==> src/rtl/dac_upd_pkg.sv <==
package dac_upd_pkg;

  typedef enum logic [1:0] {
    LS_IMMED = 2'd0,
    LS_GROUP = 2'd1,
    LS_TMR_A = 2'd2,
    LS_TMR_B = 2'd3
  } lsel_e;

  // Control word layout, LSB first: trigger select, resolution, format.
  typedef struct packed {
    logic  twos;
    logic  res8;
    lsel_e lsel;
  } chan_cfg_t;

  localparam int CFG_W = $bits(chan_cfg_t);

endpackage

==> src/rtl/dac_fmt_conv.sv <==
module dac_fmt_conv #(
  parameter int CODE_W   = 12,
  parameter int NARROW_W = 8
) (
  input  logic [CODE_W-1:0] data_i,
  input  logic              res8_i,
  input  logic              twos_i,
  output logic [CODE_W-1:0] code_o
);

  localparam int PAD_W = CODE_W - NARROW_W;

  logic [CODE_W-1:0]   wide_code;
  logic [NARROW_W-1:0] narrow_code;

  always_comb begin
    wide_code   = data_i;
    narrow_code = data_i[NARROW_W-1:0];
    if (twos_i) begin
      wide_code[CODE_W-1]     = ~data_i[CODE_W-1];
      narrow_code[NARROW_W-1] = ~data_i[NARROW_W-1];
    end
    code_o = res8_i ? {{PAD_W{1'b0}}, narrow_code} : wide_code;
  end

endmodule

==> src/rtl/dac_trig_sync.sv <==
module dac_trig_sync #(
  parameter int STAGES = 2
) (
  input  logic clk,
  input  logic rst_n,
  input  logic async_i,
  output logic rise_o
);

  logic [STAGES-1:0] sync_q;
  logic [STAGES-1:0] sync_d;
  logic              prev_q;

  always_comb begin
    sync_d = {sync_q[STAGES-2:0], async_i};
  end

  always_ff @(posedge clk or negedge rst_n) begin
    if (!rst_n) begin
      sync_q <= '0;
      prev_q <= 1'b0;
    end else begin
      sync_q <= sync_d;
      prev_q <= sync_q[STAGES-1];
    end
  end

  assign rise_o = sync_q[STAGES-1] & ~prev_q;

endmodule

==> src/rtl/dac_chan.sv <==
module dac_chan
  import dac_upd_pkg::*;
#(
  parameter int CODE_W = 12
) (
  input  logic              clk,
  input  logic              rst_n,
  input  logic              cfg_we,
  input  chan_cfg_t         cfg_wdata,
  input  logic              data_we,
  input  logic [CODE_W-1:0] conv_code,
  input  logic              grp_fire,
  input  logic              tmr_a_rise,
  input  logic              tmr_b_rise,
  input  logic              flag_clr,
  output chan_cfg_t         cfg_q,
  output logic [CODE_W-1:0] code_q,
  output logic              grp_mark_q,
  output logic              upd_q,
  output logic              flag_q
);

  logic [CODE_W-1:0] pend_q;
  logic [CODE_W-1:0] code_d;
  logic              load_imm;
  logic              load_pend;
  logic              load;
  logic              mark_d;
  logic              flag_d;

  always_comb begin
    load_imm  = data_we && (cfg_q.lsel == LS_IMMED);
    load_pend = (grp_fire   && (cfg_q.lsel == LS_GROUP)) ||
                (tmr_a_rise && (cfg_q.lsel == LS_TMR_A)) ||
                (tmr_b_rise && (cfg_q.lsel == LS_TMR_B));
    load      = load_imm || load_pend;
    code_d    = load_imm ? conv_code : pend_q;
    mark_d    = (grp_fire ? 1'b0 : grp_mark_q) |
                (data_we && (cfg_q.lsel == LS_GROUP));
    flag_d    = (flag_q & ~flag_clr) | load;
  end

  always_ff @(posedge clk or negedge rst_n) begin
    if (!rst_n) begin
      cfg_q      <= '0;
      pend_q     <= '0;
      code_q     <= '0;
      grp_mark_q <= 1'b0;
      upd_q      <= 1'b0;
      flag_q     <= 1'b0;
    end else begin
      if (cfg_we)  cfg_q  <= cfg_wdata;
      if (data_we) pend_q <= conv_code;
      if (load)    code_q <= code_d;
      grp_mark_q <= mark_d;
      upd_q      <= load;
      flag_q     <= flag_d;
    end
  end

endmodule

==> src/rtl/dac_update_ctrl.sv <==
module dac_update_ctrl
  import dac_upd_pkg::*;
#(
  parameter int NUM_CH      = 2,
  parameter int CODE_W      = 12,
  parameter int NARROW_W    = 8,
  parameter int SYNC_STAGES = 2,
  localparam int ADDR_W     = $clog2(2 * NUM_CH)
) (
  input  logic                     clk,
  input  logic                     rst_n,
  input  logic                     wr_en,
  input  logic [ADDR_W-1:0]        wr_addr,
  input  logic [CODE_W-1:0]        wr_data,
  input  logic [NUM_CH-1:0]        flag_clr,
  input  logic                     tmr_a,
  input  logic                     tmr_b,
  output logic [NUM_CH*CODE_W-1:0] dac_code,
  output logic [NUM_CH-1:0]        upd_pulse,
  output logic [NUM_CH-1:0]        irq_flag
);

  localparam int NUM_TMR = 2;

  logic [1:0]            rst_pipe_q;
  logic                  rst_n_s;
  logic [NUM_TMR-1:0]    tmr_async;
  logic [NUM_TMR-1:0]    tmr_rise;
  logic [NUM_CH-1:0]     grp_mark;
  logic                  grp_fire;
  logic [2*NUM_CH-1:0]   lsel_flat;
  logic                  unused_wr_hi;

  // Reset: asserted at once, released through two flops.
  always_ff @(posedge clk or negedge rst_n) begin
    if (!rst_n) rst_pipe_q <= '0;
    else        rst_pipe_q <= {rst_pipe_q[0], 1'b1};
  end
  assign rst_n_s = rst_pipe_q[1];

  assign tmr_async    = {tmr_b, tmr_a};
  assign unused_wr_hi = ^wr_data[CODE_W-1:CFG_W];

  for (genvar t = 0; t < NUM_TMR; t++) begin : g_tmr
    dac_trig_sync #(.STAGES(SYNC_STAGES)) u_sync (
      .clk     (clk),
      .rst_n   (rst_n_s),
      .async_i (tmr_async[t]),
      .rise_o  (tmr_rise[t])
    );
  end

  assign grp_fire = &grp_mark;

  for (genvar i = 0; i < NUM_CH; i++) begin : g_ch
    logic              data_we;
    logic              cfg_we;
    logic [CODE_W-1:0] conv_code;
    chan_cfg_t         cfg_q;

    assign data_we = wr_en && (wr_addr == ADDR_W'(i));
    assign cfg_we  = wr_en && (wr_addr == ADDR_W'(i + NUM_CH));

    dac_fmt_conv #(.CODE_W(CODE_W), .NARROW_W(NARROW_W)) u_conv (
      .data_i (wr_data),
      .res8_i (cfg_q.res8),
      .twos_i (cfg_q.twos),
      .code_o (conv_code)
    );

    dac_chan #(.CODE_W(CODE_W)) u_chan (
      .clk        (clk),
      .rst_n      (rst_n_s),
      .cfg_we     (cfg_we),
      .cfg_wdata  (chan_cfg_t'(wr_data[CFG_W-1:0])),
      .data_we    (data_we),
      .conv_code  (conv_code),
      .grp_fire   (grp_fire),
      .tmr_a_rise (tmr_rise[0]),
      .tmr_b_rise (tmr_rise[1]),
      .flag_clr   (flag_clr[i]),
      .cfg_q      (cfg_q),
      .code_q     (dac_code[i*CODE_W +: CODE_W]),
      .grp_mark_q (grp_mark[i]),
      .upd_q      (upd_pulse[i]),
      .flag_q     (irq_flag[i])
    );

    assign lsel_flat[2*i +: 2] = cfg_q.lsel;
  end

endmodule

==> config.mk <==
export PLATFORM = sky130hd
export DESIGN_NAME = dac_update_ctrl
export DESIGN_NICKNAME = d
export VERILOG_FILES = /design/src/rtl/dac_upd_pkg.sv /design/src/rtl/dac_fmt_conv.sv /design/src/rtl/dac_trig_sync.sv /design/src/rtl/dac_chan.sv /design/src/rtl/dac_update_ctrl.sv
export SDC_FILE = /design/constraint.sdc
export NUM_CORES = 1
export LEC_CHECK = 0
export ABC_AREA = 1
export BUFFER_PORTS_ARGS = -buffer_cell sky130_fd_sc_hd__buf_2
export CORE_ASPECT_RATIO = 1.25
export CORE_MARGIN = 2
export CORE_UTILIZATION = 45
export CTS_CLUSTER_SIZE = 14
export DETAILED_ROUTE_END_ITERATION = 10
export PLACE_DENSITY_LB_ADDON = 0.08
export SYNTH_ARGS = -nofsm -noshare
export SYNTH_HDL_FRONTEND = slang
export SYNTH_SLANG_ARGS = --single-unit
export TNS_END_PERCENT = 1
==> constraint.sdc <==
create_clock -name clk -period 3.75 [get_ports clk]
set_clock_uncertainty 0.2 [all_clocks]
set_input_delay 1.125 -clock clk [delete_from_list [all_inputs] [get_ports clk]]
set_output_delay 1.125 -clock clk [all_outputs]
set_load 0.02 [all_outputs]
==> results of run 1 <==
[cells in the final DEF, fill, tap and decap left out, drive strengths merged]
master    Yosys  final
a22o          1      1
buf          14     51
bufinv        0      2
clkbuf        4     11
clkinv        0      2
clkinvlp      0      1
conb          1      1
dfrtp        70     70
inv          33     33
nand2       196    196
nand3        31     31
nand4         1      1
nor2         23     23
o211ai        2      2
o21ai        24     24
o22ai         1      1
[critical path: cells and delay by family]
family                 cells  cell delay, ns
buffers and inverters      2            0.32
and+or+nand+nor            5            0.99
[power by group through the flow]
stage	sequential [uW]	combinational, uW	clock, uW
2_1_floorplan	1180	293	0
3_3_place_gp	1060	591	0
3_5_place_dp	1060	596	0
4_1_cts	1050	599	712
5_1_grt	1080	668	749
6_report	1050	588	699
[per-stage QoR]
| stage | setup slack [ns] | utilization, % | cell area [um^2] |
|---|---|---|---|
| 2_1_floorplan | 1.46 | - | 3160 |
| 3_3_place_gp | 0.996 | 49.7 | 3420 |
| 3_5_place_dp | 0.987 | 49.7 | 3420 |
| 4_1_cts | 1.35 | 53.1 | 3660 |
| 5_1_grt | 1.05 | 53.1 | 3660 |
| 6_report | 1.34 | 53.1 | 3660 |
[worst max path at each step]
stage	cells past startpoint	endpoint
finish	7	g_ch[0].u_chan.code_q[9]$_DFFE_PN0P_
detailed placement	7	g_ch[0].u_chan.code_q[5]$_DFFE_PN0P_
global route	7	g_ch[0].u_chan.code_q[4]$_DFFE_PN0P_
floorplan	0	g_ch[0].u_chan.cfg_q[0]$_DFFE_PN0P_
CTS	6	g_ch[0].u_chan.code_q[5]$_DFFE_PN0P_
global placement	7	g_ch[0].u_chan.code_q[0]$_DFFE_PN0P_
[registers in the layout, summed over array words and instances (netlist names)]
register and count:
g_tmr.u_sync.sync_q 4, g_ch.u_chan.grp_mark_q 2, g_tmr.u_sync.prev_q 2, rst_pipe_q 2, g_ch.u_chan.pend_q 24, g_ch.u_chan.upd_q 2
g_ch.u_chan.code_q 24, g_ch.u_chan.cfg_q 8, g_ch.u_chan.flag_q 2
[kinds of logic (layout without fill, tap and decap cells)]
family                 after synthesis  after routing  share of synthesized area (%)
AOI/OAI and AO/OA                   28             28                           4.75
other                                1              1                          0.119
and+or+nand+nor                    251            251                           32.1
DFF                                 70             70                           55.4
buffers and inverters               51            100                           7.63
[routing by layer]
layer	track usage [%]	routed length, um
met1	26.5	2990
met5	0	0
met4	7.96	110
met3	2.87	226
met2	31.9	3430
[cell type report]
cell class              count  area share, %
repair buffers             51           7.19
clock buffers              11           4.14
multi-input cells         280           32.0
flip-flops and latches     70           47.9
clock inverters             5           2.22
inverters                  33           3.39
well taps                  90           3.08
==> impl_metrics.csv, run 1 <==
group,metric,value,unit
global_route,grt_pass1_wl,11900,um
routing,postRouteAntennaNets,0,
worst_hold_path,hold-path-endpoint,"rst_pipe_q[1]$_DFF_PN0_",
routing,drt_iter0_drc,133,
floorplan,die_h,97.8,um
logic_synthesis,synth_seq_cells,70,
logic_synthesis,ys_types,19,
floorplan,rows,34,
logic_synthesis,synth_area_leaders,"dfrtp_1 (55%), nand2_1 (23%), nand3_1 (4.7%)",
power_and_ir_drop,p_per_area,638,mW/mm^2
sta,hold_viol_final,0,
placement,io_buffers,48,
sta,setup_tns,0,ns
flow_run,max_cap_violations,0,
logic_synthesis,yosysMostFrequentCell,"nand2_1",
cts,cts_setup_buffers,0,
logic_synthesis,ys_seq_area_share,55.4,%
sta,setup_viol,0,
setup_path,reg2regPathDepth,5,
placement,gp_congestion,0.779,
layout,area_delta_synth_final,15.5,%
routing,routed_via_density,4.79,
layout,fillers,694,
cts,cts_hold_buf,0,
worst_hold_path,whs_path_depth,0,
routing,wl_per_cell,12.5,um
cts,insertion_delay,0.34,ns
logic_synthesis,synth_edf_count,0,
logic_synthesis,yosysWarnings,0,
worst_hold_path,min_path_type,"register to register",
logic_synthesis,syn_area,0.00316,mm^2
setup_path,reg2reg_from,"g_ch[0].u_chan.cfg_q[1]$_DFFE_PN0P_",
layout,nets,466,
logic_synthesis,synth_top_area_share,55.4,%
setup_path,max_stage_delay,0.46,ns
logic_synthesis,synth_nets,422,
run_status,outcome,"finished clean",
routing,drt_wl_total,6760,um
floorplan,pin_count,49,
floorplan,start_util,45.9,%
power_and_ir_drop,combPwrFrac,25.2,%
setup_path,cp.arrival,2.44,ns
logic_synthesis,syn_inst,401,
layout,final-instance-count-excl-fill,540,
setup_path,crit_path_start,"wr_addr[1]",
global_route,grt_max_degree,50,
power_and_ir_drop,fin_total_pwr,2330,uW
setup_path,path_class,"input port to register",
power_and_ir_drop,p_clk_share,30.0,%
logic_synthesis,ys_top_cells_by_count,"nand2_1 (195), dfrtp_1 (70), inv_1 (33)",
routing,first_pass_iters,4,
layout,insertedDiodeCount,0,
sta,period_needed,2.41,ns
setup_path,crit_path_max_fanout,14,
cts,cts_resized,0,
cts,clockBufferDepth,2,
cts,cts_made_buffers,9,
routing,drc,0,
sta,timing.final.crit_share,64.3,%
power_and_ir_drop,p_leak,0.00209,uW
cts,cts_tree,"done",
logic_synthesis,ys_async_sr_fraction,100,%
floorplan,die_x,79,um
setup_path,crit_path_start_kind,"input port",
power_and_ir_drop,intPower,1550,uW
power_and_ir_drop,peakVddDrop,322,uV
layout,multi_input_area,0.00117,mm^2
setup_path,critPathCaptureType,"register",
placement,dp_hpwl,4820,um
logic_synthesis,synth_top_cell_by_area,"dfrtp_1",
logic_synthesis,synth_ff_type,"dfrtp_1",
cts,clockRootBuffer,"clkbuf_8",
worst_hold_path,hold_start,"rst_pipe_q[0]$_DFF_PN0_",
setup_path,critPathSlowestCell,"nand3_1",
layout,seq_area,0.00175,mm^2
sta,tightest_slew,1.06,ns
power_and_ir_drop,netSwitchingPower,779,uW
power_and_ir_drop,p_sw_share,33.4,%
power_and_ir_drop,power.share.sequential,44.8,%
floorplan,coreArea,0.00689,mm^2
sta,rsz0062_at_grt,"false",
placement,dpl.cell_count,524,
sta,slew_headroom,29.5,%
setup_path,worstPathRequired,3.78,ns
sta,clock.fmax,415,MHz
sta,slew_viol_final,0,
sta,fin_hold_ws,0.154,ns
cts,path_clk_slew,0.08,ns
global_route,grt_antenna_before_repair,0,
setup_path,r2r_end,"g_ch[0].u_chan.code_q[5]$_DFFE_PN0P_",
global_route,grt_use_total,19.7,%
setup_path,reg2reg_slack,1.76,ns
global_route,grt_pass1_vias,2522,
cts,clkSinkCount,70,
layout,drive_gt1_share,16.7,%
cts,cts_max_level,3,
routing,num_vias,2585,
floorplan,die-area,0.00772,mm^2
global_route,overflow,0,
logic_synthesis,avgSynthCellArea,7.89,um^2
setup_path,path_cells,"buf_2 -> nor2_1 -> nand3_1 -> nand2_1 -> inv_1 -> nand3_1 -> nand2_1",
No activity file was read; power rests on OpenSTA's default activity.
==> run 2, diff against run 1 <==
==> constraint.sdc (replaced) <==
create_clock -name clk -period 2 [get_ports clk]
set_clock_uncertainty 0.2 [all_clocks]
set_input_delay 0.6 -clock clk [delete_from_list [all_inputs] [get_ports clk]]
set_output_delay 0.6 -clock clk [all_outputs]
set_load 0.02 [all_outputs]
==> run 2 against run 1 <==
Clock-buffer cell count is 1 higher. Global-route usage is 0.33 points higher. Power is 86% higher. Register-to-register slack worse by 1.4 ns. Clock power is 79% higher. Critical path type is now register to primary output. Critical endpoint is now dac_code[3].
==> impl_metrics.csv, run 2 (synthesis gave the netlist of run 1 again) <==
group,metric,value,unit
sta,timing.final.crit_share,84.7,%
setup_path,cp_num_buf_inv,1,
layout,nets,475,
setup_path,path_class,"register to primary output",
floorplan,die_x,79,um
sta,setup_tns,0,ns
routing,postRouteAntennaNets,0,
global_route,grt_pass1_wl,12000,um
global_route,use_met1,25.9,%
routing,first_pass_iters,5,
sta,fin_hold_ws,0.0699,ns
cts,insertion_delay,0.34,ns
layout,seq_area,0.00175,mm^2
sta,tightest_slew,0.581,ns
sta,rsz0062_at_grt,"false",
cts,path_clk_slew,0.07,ns
global_route,overflow,0,
routing,wl_per_cell,12.5,um
global_route,top_usage_layer,"met2",
floorplan,start_util,45.9,%
layout,mostFrequentLayoutCells,"nand2_1 (195), dfrtp_1 (69), buf_2 (48), inv_1 (33), nand3_1 (30)",
setup_path,critPathCaptureType,"primary output",
placement,io_buffers,48,
global_route,grt_use_total,20.0,%
power_and_ir_drop,p_leak,0.00213,uW
routing,drc,0,
floorplan,coreArea,0.00689,mm^2
layout,design_area,0.00372,mm^2
layout,area_delta_synth_final,17.6,%
sta,period_needed,1.69,ns
routing,num_vias,2606,
layout,multi_input_area,0.00117,mm^2
routing,routed_via_density,4.75,
cts,cts_setup_buffers,0,
setup_path,path_cells,"buf_2",
floorplan,rows,34,
power_and_ir_drop,p_per_area,1160,mW/mm^2
global_route,met3_usage,3.79,%
placement,dp_hpwl,5060,um
floorplan,die_h,97.8,um
flow_run,max_cap_violations,0,
setup_path,cp.arrival,0.89,ns
cts,clockRootBuffer,"clkbuf_8",
layout,insertedDiodeCount,0,
routing,drt_wl_total,6840,um
global_route,grt_max_degree,26,
sta,setup_viol,0,
sta,hold_viol_final,0,
sta,clock.fmax,590,MHz
worst_hold_path,min_path_type,"register to asynchronous set/reset pin",
placement,gp_congestion,0.866,
cts,cts_max_level,3,
sta,slew_headroom,61.3,%
setup_path,crit_family,"flip-flops",
cts,cts_resized,0,
floorplan,die-area,0.00772,mm^2
global_route,grtUsageMet2,33.2,%
cts,clkSinkCount,70,
cts,cts_tree,"done",
run_status,outcome,"finished clean",
setup_path,crit_path_start_kind,"register",
sta,slew_viol_final,0,
global_route,grt_pass1_vias,2551,
cts,clockBufferDepth,2,
layout,drive_gt1_share,17.6,%
setup_path,max_stage_delay,0.39,ns
setup_path,crit_path_max_fanout,2,
cts,cts_made_buffers,9,
layout,reg_top3,"g_ch.u_chan.code_q (24), g_ch.u_chan.pend_q (24), g_ch.u_chan.cfg_q (8)",
power_and_ir_drop,peakVddDrop,496,uV
routing,drt_iter0_drc,164,
floorplan,pin_count,49,
layout,final_common_cell,"nand2_1",
cts,cts_hold_buf,1,
layout,fillers,711,
setup_path,critPathSlowestCell,"dfrtp_1",
placement,placed_area,0.00350,mm^2
setup_path,worstPathRequired,1.20,ns
global_route,grt_antenna_before_repair,0,
## run 2: cell count changes in the layout (fill, tap and decap cells not counted), sizes merged
cell and delta:
buf +8, clkbuf +1, clkinvlp -1, dlygate4sd3 +1
## run 2: cell type report
type | count | share of cell area [%]
sequential | 70 | 47.1
multi-input combinational | 280 | 31.5
timing repair buffer | 60 | 9.28
clock buffer | 12 | 3.90
inverter | 33 | 3.33
tap | 90 | 3.03
clock inverter | 4 | 1.88
## run 2: worst paths after layout
| check | from | endpoint | slack, ns | cells after the start |
|---|---|---|---|---|
| max in group asynchronous | rst_pipe_q[1]$_DFF_PN0_ | g_ch[0].u_chan.code_q[10]$_DFFE_PN0P_ | 0.95 | 1 |
| max reg2reg | g_tmr[1].u_sync.prev_q$_DFF_PN0_ | g_ch[0].u_chan.code_q[3]$_DFFE_PN0P_ | 0.41 | 6 |
| min in group clk | g_tmr[1].u_sync.sync_q[0]$_DFF_PN0_ | g_tmr[1].u_sync.sync_q[1]$_DFF_PN0_ | 0.15 | 0 |
| min reg2reg | rst_pipe_q[1]$_DFF_PN0_ | g_ch[0].u_chan.pend_q[9]$_DFFE_PN0P_ | 0.07 | 0 |
| max | g_ch[0].u_chan.code_q[3]$_DFFE_PN0P_ | dac_code[3] | 0.31 | 1 |
| min | rst_pipe_q[1]$_DFF_PN0_ | g_ch[0].u_chan.pend_q[9]$_DFFE_PN0P_ | 0.07 | 0 |
## run 2: per-layer routing
layer,wire [um],up-vias
li1,-,1335
met4,90,0
met1,3020,1223
met5,0,-
met3,218,8
met2,3510,40
## run 2: report_power, final
group          internal (uW)  total [uW]  switching, uW
combinational            408        1120            715
clock                    734        1250            513
sequential              1750        1960            208
## run 2: per-stage QoR
step | utilization (%) | setup WS, ns | total power [uW] | instances
finish | 54.0 | 0.305 | 4330 | 549
global route | 54.0 | 0.263 | 4630 | 549
CTS | 54.0 | 0.281 | 4380 | 549
detailed placement | 50.7 | 0.152 | 3130 | 532
global placement | 50.7 | 0.148 | 3110 | 532
floorplan | - | 0.418 | 2760 | 401
==> run 3, diff against run 2 <==
==> constraint.sdc (replaced) <==
create_clock -name clk -period 1.5 [get_ports clk]
set_clock_uncertainty 0.2 [all_clocks]
set_input_delay 0.45 -clock clk [delete_from_list [all_inputs] [get_ports clk]]
set_output_delay 0.45 -clock clk [all_outputs]
set_load 0.02 [all_outputs]
==> run 3 against run 2 <==
The run now ends with setup timing left. Utilization increased by 4.4 points. Die area is the same. Sequential power increased by 34%. Via count grew 7.1%. Clock-buffer cell count is the same. Non-clock buffer count grew 19. Worst setup slack lost 0.34 ns. Sequential share of layout area shrank 3.6 points. Critical path type unchanged. Largest cell class unchanged. Highest routed layer unchanged.
==> impl_metrics.csv, run 3 (synthesis gave the netlist of run 1 again) <==
group,metric,value,unit
layout,reg_top3,"g_ch.u_chan.code_q (24), g_ch.u_chan.pend_q (24), g_ch.u_chan.cfg_q (8)",
setup_path,critPathCaptureType,"primary output",
routing,drc,0,
cts,cts_max_level,3,
setup_path,worstPathRequired,0.85,ns
sta,rsz0062_at_grt,"true",
sta,timing.final.crit_share,103,%
routing,drt_wl_total,7430,um
layout,area_delta_synth_final,27.3,%
setup_path,path_cells,"buf_6",
setup_path,cp_num_buf_inv,1,
worst_hold_path,min_path_type,"register to asynchronous set/reset pin",
global_route,overflow,0,
layout,drive_gt1_share,23.8,%
global_route,grt_antenna_before_repair,0,
setup_path,critPathSlowestCell,"dfrtp_1",
sta,slew_viol_final,0,
setup_path,crit_path_start_kind,"register",
sta,hold_viol_final,0,
run_status,outcome,"finished, violations left",
power_and_ir_drop,p_leak,0.00226,uW
layout,design_area,0.00403,mm^2
setup_path,path_class,"register to primary output",
floorplan,rows,34,
layout,final_common_cell,"nand2_1",
global_route,grt_use_total,20.6,%
cts,clockRootBuffer,"clkbuf_8",
routing,postRouteAntennaNets,0,
global_route,grt_max_degree,69,
cts,cts_tree,"done",
routing,first_pass_iters,4,
floorplan,start_util,45.9,%
placement,placed_area,0.00356,mm^2
floorplan,pin_count,49,
placement,dp_hpwl,4970,um
layout,final-instance-count-excl-fill,570,
placement,gp_congestion,0.850,
cts,clockBufferDepth,2,
sta,setup_viol,35,
sta,setup_ws,-0.0378,ns
layout,utilization,58.4,%
sta,period_needed,1.54,ns
layout,insertedDiodeCount,0,
power_and_ir_drop,p_per_area,1460,mW/mm^2
floorplan,die_h,97.8,um
placement,io_buffers,48,
cts,cts_made_buffers,9,
sta,clock.fmax,650,MHz
setup_path,crit_family,"flip-flops",
cts,clkSinkCount,70,
routing,drt_iter0_drc,149,
flow_run,max_cap_violations,0,
run_status,violations,"setup timing",
floorplan,coreArea,0.00689,mm^2
power_and_ir_drop,peakVddDrop,648,uV
setup_path,cp.arrival,0.89,ns
global_route,grt_pass1_wl,12400,um
routing,routed_via_density,4.90,
floorplan,die-area,0.00772,mm^2
layout,nets,496,
setup_path,max_stage_delay,0.41,ns
cts,insertion_delay,0.34,ns
routing,wl_per_cell,13.0,um
cts,path_clk_slew,0.08,ns
layout,mostFrequentLayoutCells,"nand2_1 (191), dfrtp_1 (68), buf_2 (38), inv_1 (30), nand3_1 (29)",
routing,num_vias,2791,
setup_path,crit_path_max_fanout,2,
floorplan,die_x,79,um
placement,dpl.cell_count,537,
global_route,grt_pass1_vias,2726,
layout,fillers,668,
## run 3: cell types whose count changed in the layout (fill, tap and decap cells not counted), moves of 3 or more
cell	previous run	this run
nand2_4	0	4
buf_6	0	13
nor2_2	2	5
buf_2	48	38
nor2_1	19	14
clkinvlp_4	0	3
buf_4	10	22
nand2_1	195	191
inv_1	33	30
## run 3: final timing paths
path | from | endpoint | slack (ns) | cells past startpoint
worst min-delay path | rst_pipe_q[1]$_DFF_PN0_ | g_ch[0].u_chan.code_q[9]$_DFFE_PN0P_ | 0.08 | 1
worst max-delay path | g_ch[1].u_chan.code_q[8]$_DFFE_PN0P_ | dac_code[20] | -0.04 | 1
max in group asynchronous | rst_pipe_q[1]$_DFF_PN0_ | g_ch[1].u_chan.cfg_q[0]$_DFFE_PN0P_ | 0.72 | 1
worst max register to register | g_ch[0].u_chan.cfg_q[0]$_DFFE_PN0P_ | g_ch[0].u_chan.code_q[11]$_DFFE_PN0P_ | -0.03 | 7
worst min register to register | rst_pipe_q[1]$_DFF_PN0_ | g_ch[0].u_chan.code_q[9]$_DFFE_PN0P_ | 0.08 | 1
min in group clk | flag_clr[0] | g_ch[0].u_chan.flag_q$_DFF_PN0_ | 0.09 | 2
## run 3: cell type report
| cell class | instances | area [um^2] | share of cell area, % |
|---|---|---|---|
| timing repair inverter | 1 | 7.51 | 0.186 |
| multi-input combinational | 281 | 1270 | 31.4 |
| clock buffer | 12 | 145 | 3.60 |
| clock inverter | 4 | 22.5 | 0.559 |
| tap | 90 | 113 | 2.80 |
| inverter | 33 | 128 | 3.17 |
| timing repair buffer | 79 | 592 | 14.7 |
| sequential | 70 | 1750 | 43.6 |
## run 3: through the flow
step	power (uW)	setup slack [ns]	hold slack (ns)	TNS, ns
6_report	5880	-0.0378	0.0769	-0.856
4_1_cts	5780	-0.0548	0.0795	-1.39
3_5_place_dp	4210	-0.177	0.0384	-4.22
5_1_grt	6280	-0.117	0.0839	-2.84
2_1_floorplan	3690	0.0683	-0.0456	0
3_3_place_gp	4170	-0.176	0.0354	-3.88
## run 3: what timing repair did
item / CTS / global route
endpoints found under the hold margin: 4 / 0
gates resized for setup: 26 / 21
setup endpoints to repair: 41 / 52
pin swaps: 3 / 5
cloned: 1 / 1
hold buffers: 3 / 0
setup buffers: 4 / 8
## run 3: power by group
group          leakage [uW]  switching, uW  internal, uW
combinational       0.00129           1050           853
sequential         0.000879            293          2340
clock             0.0000861            702           638
## run 3: metal layers
layer | GRT usage, % | share of wire [%] | up-vias | wire (um)
met5 | 0 | 0 | - | 0
met4 | 8.36 | 1.9 | 0 | 138
met3 | 4.90 | 4.5 | 13 | 332
met2 | 34.0 | 50 | 59 | 3710
met1 | 26.0 | 44 | 1343 | 3250
li1 | - | - | 1376 | -
## run 3: worst reg2reg max path: stages (launching register included)
cell and delay (ns):
dfrtp_1 0.43, inv_2 0.08, nor2_4 0.12, nand2_4 0.10, nand2_4 0.12, clkinvlp_4 0.20, nand3_1 0.12, nand2_1 0.06
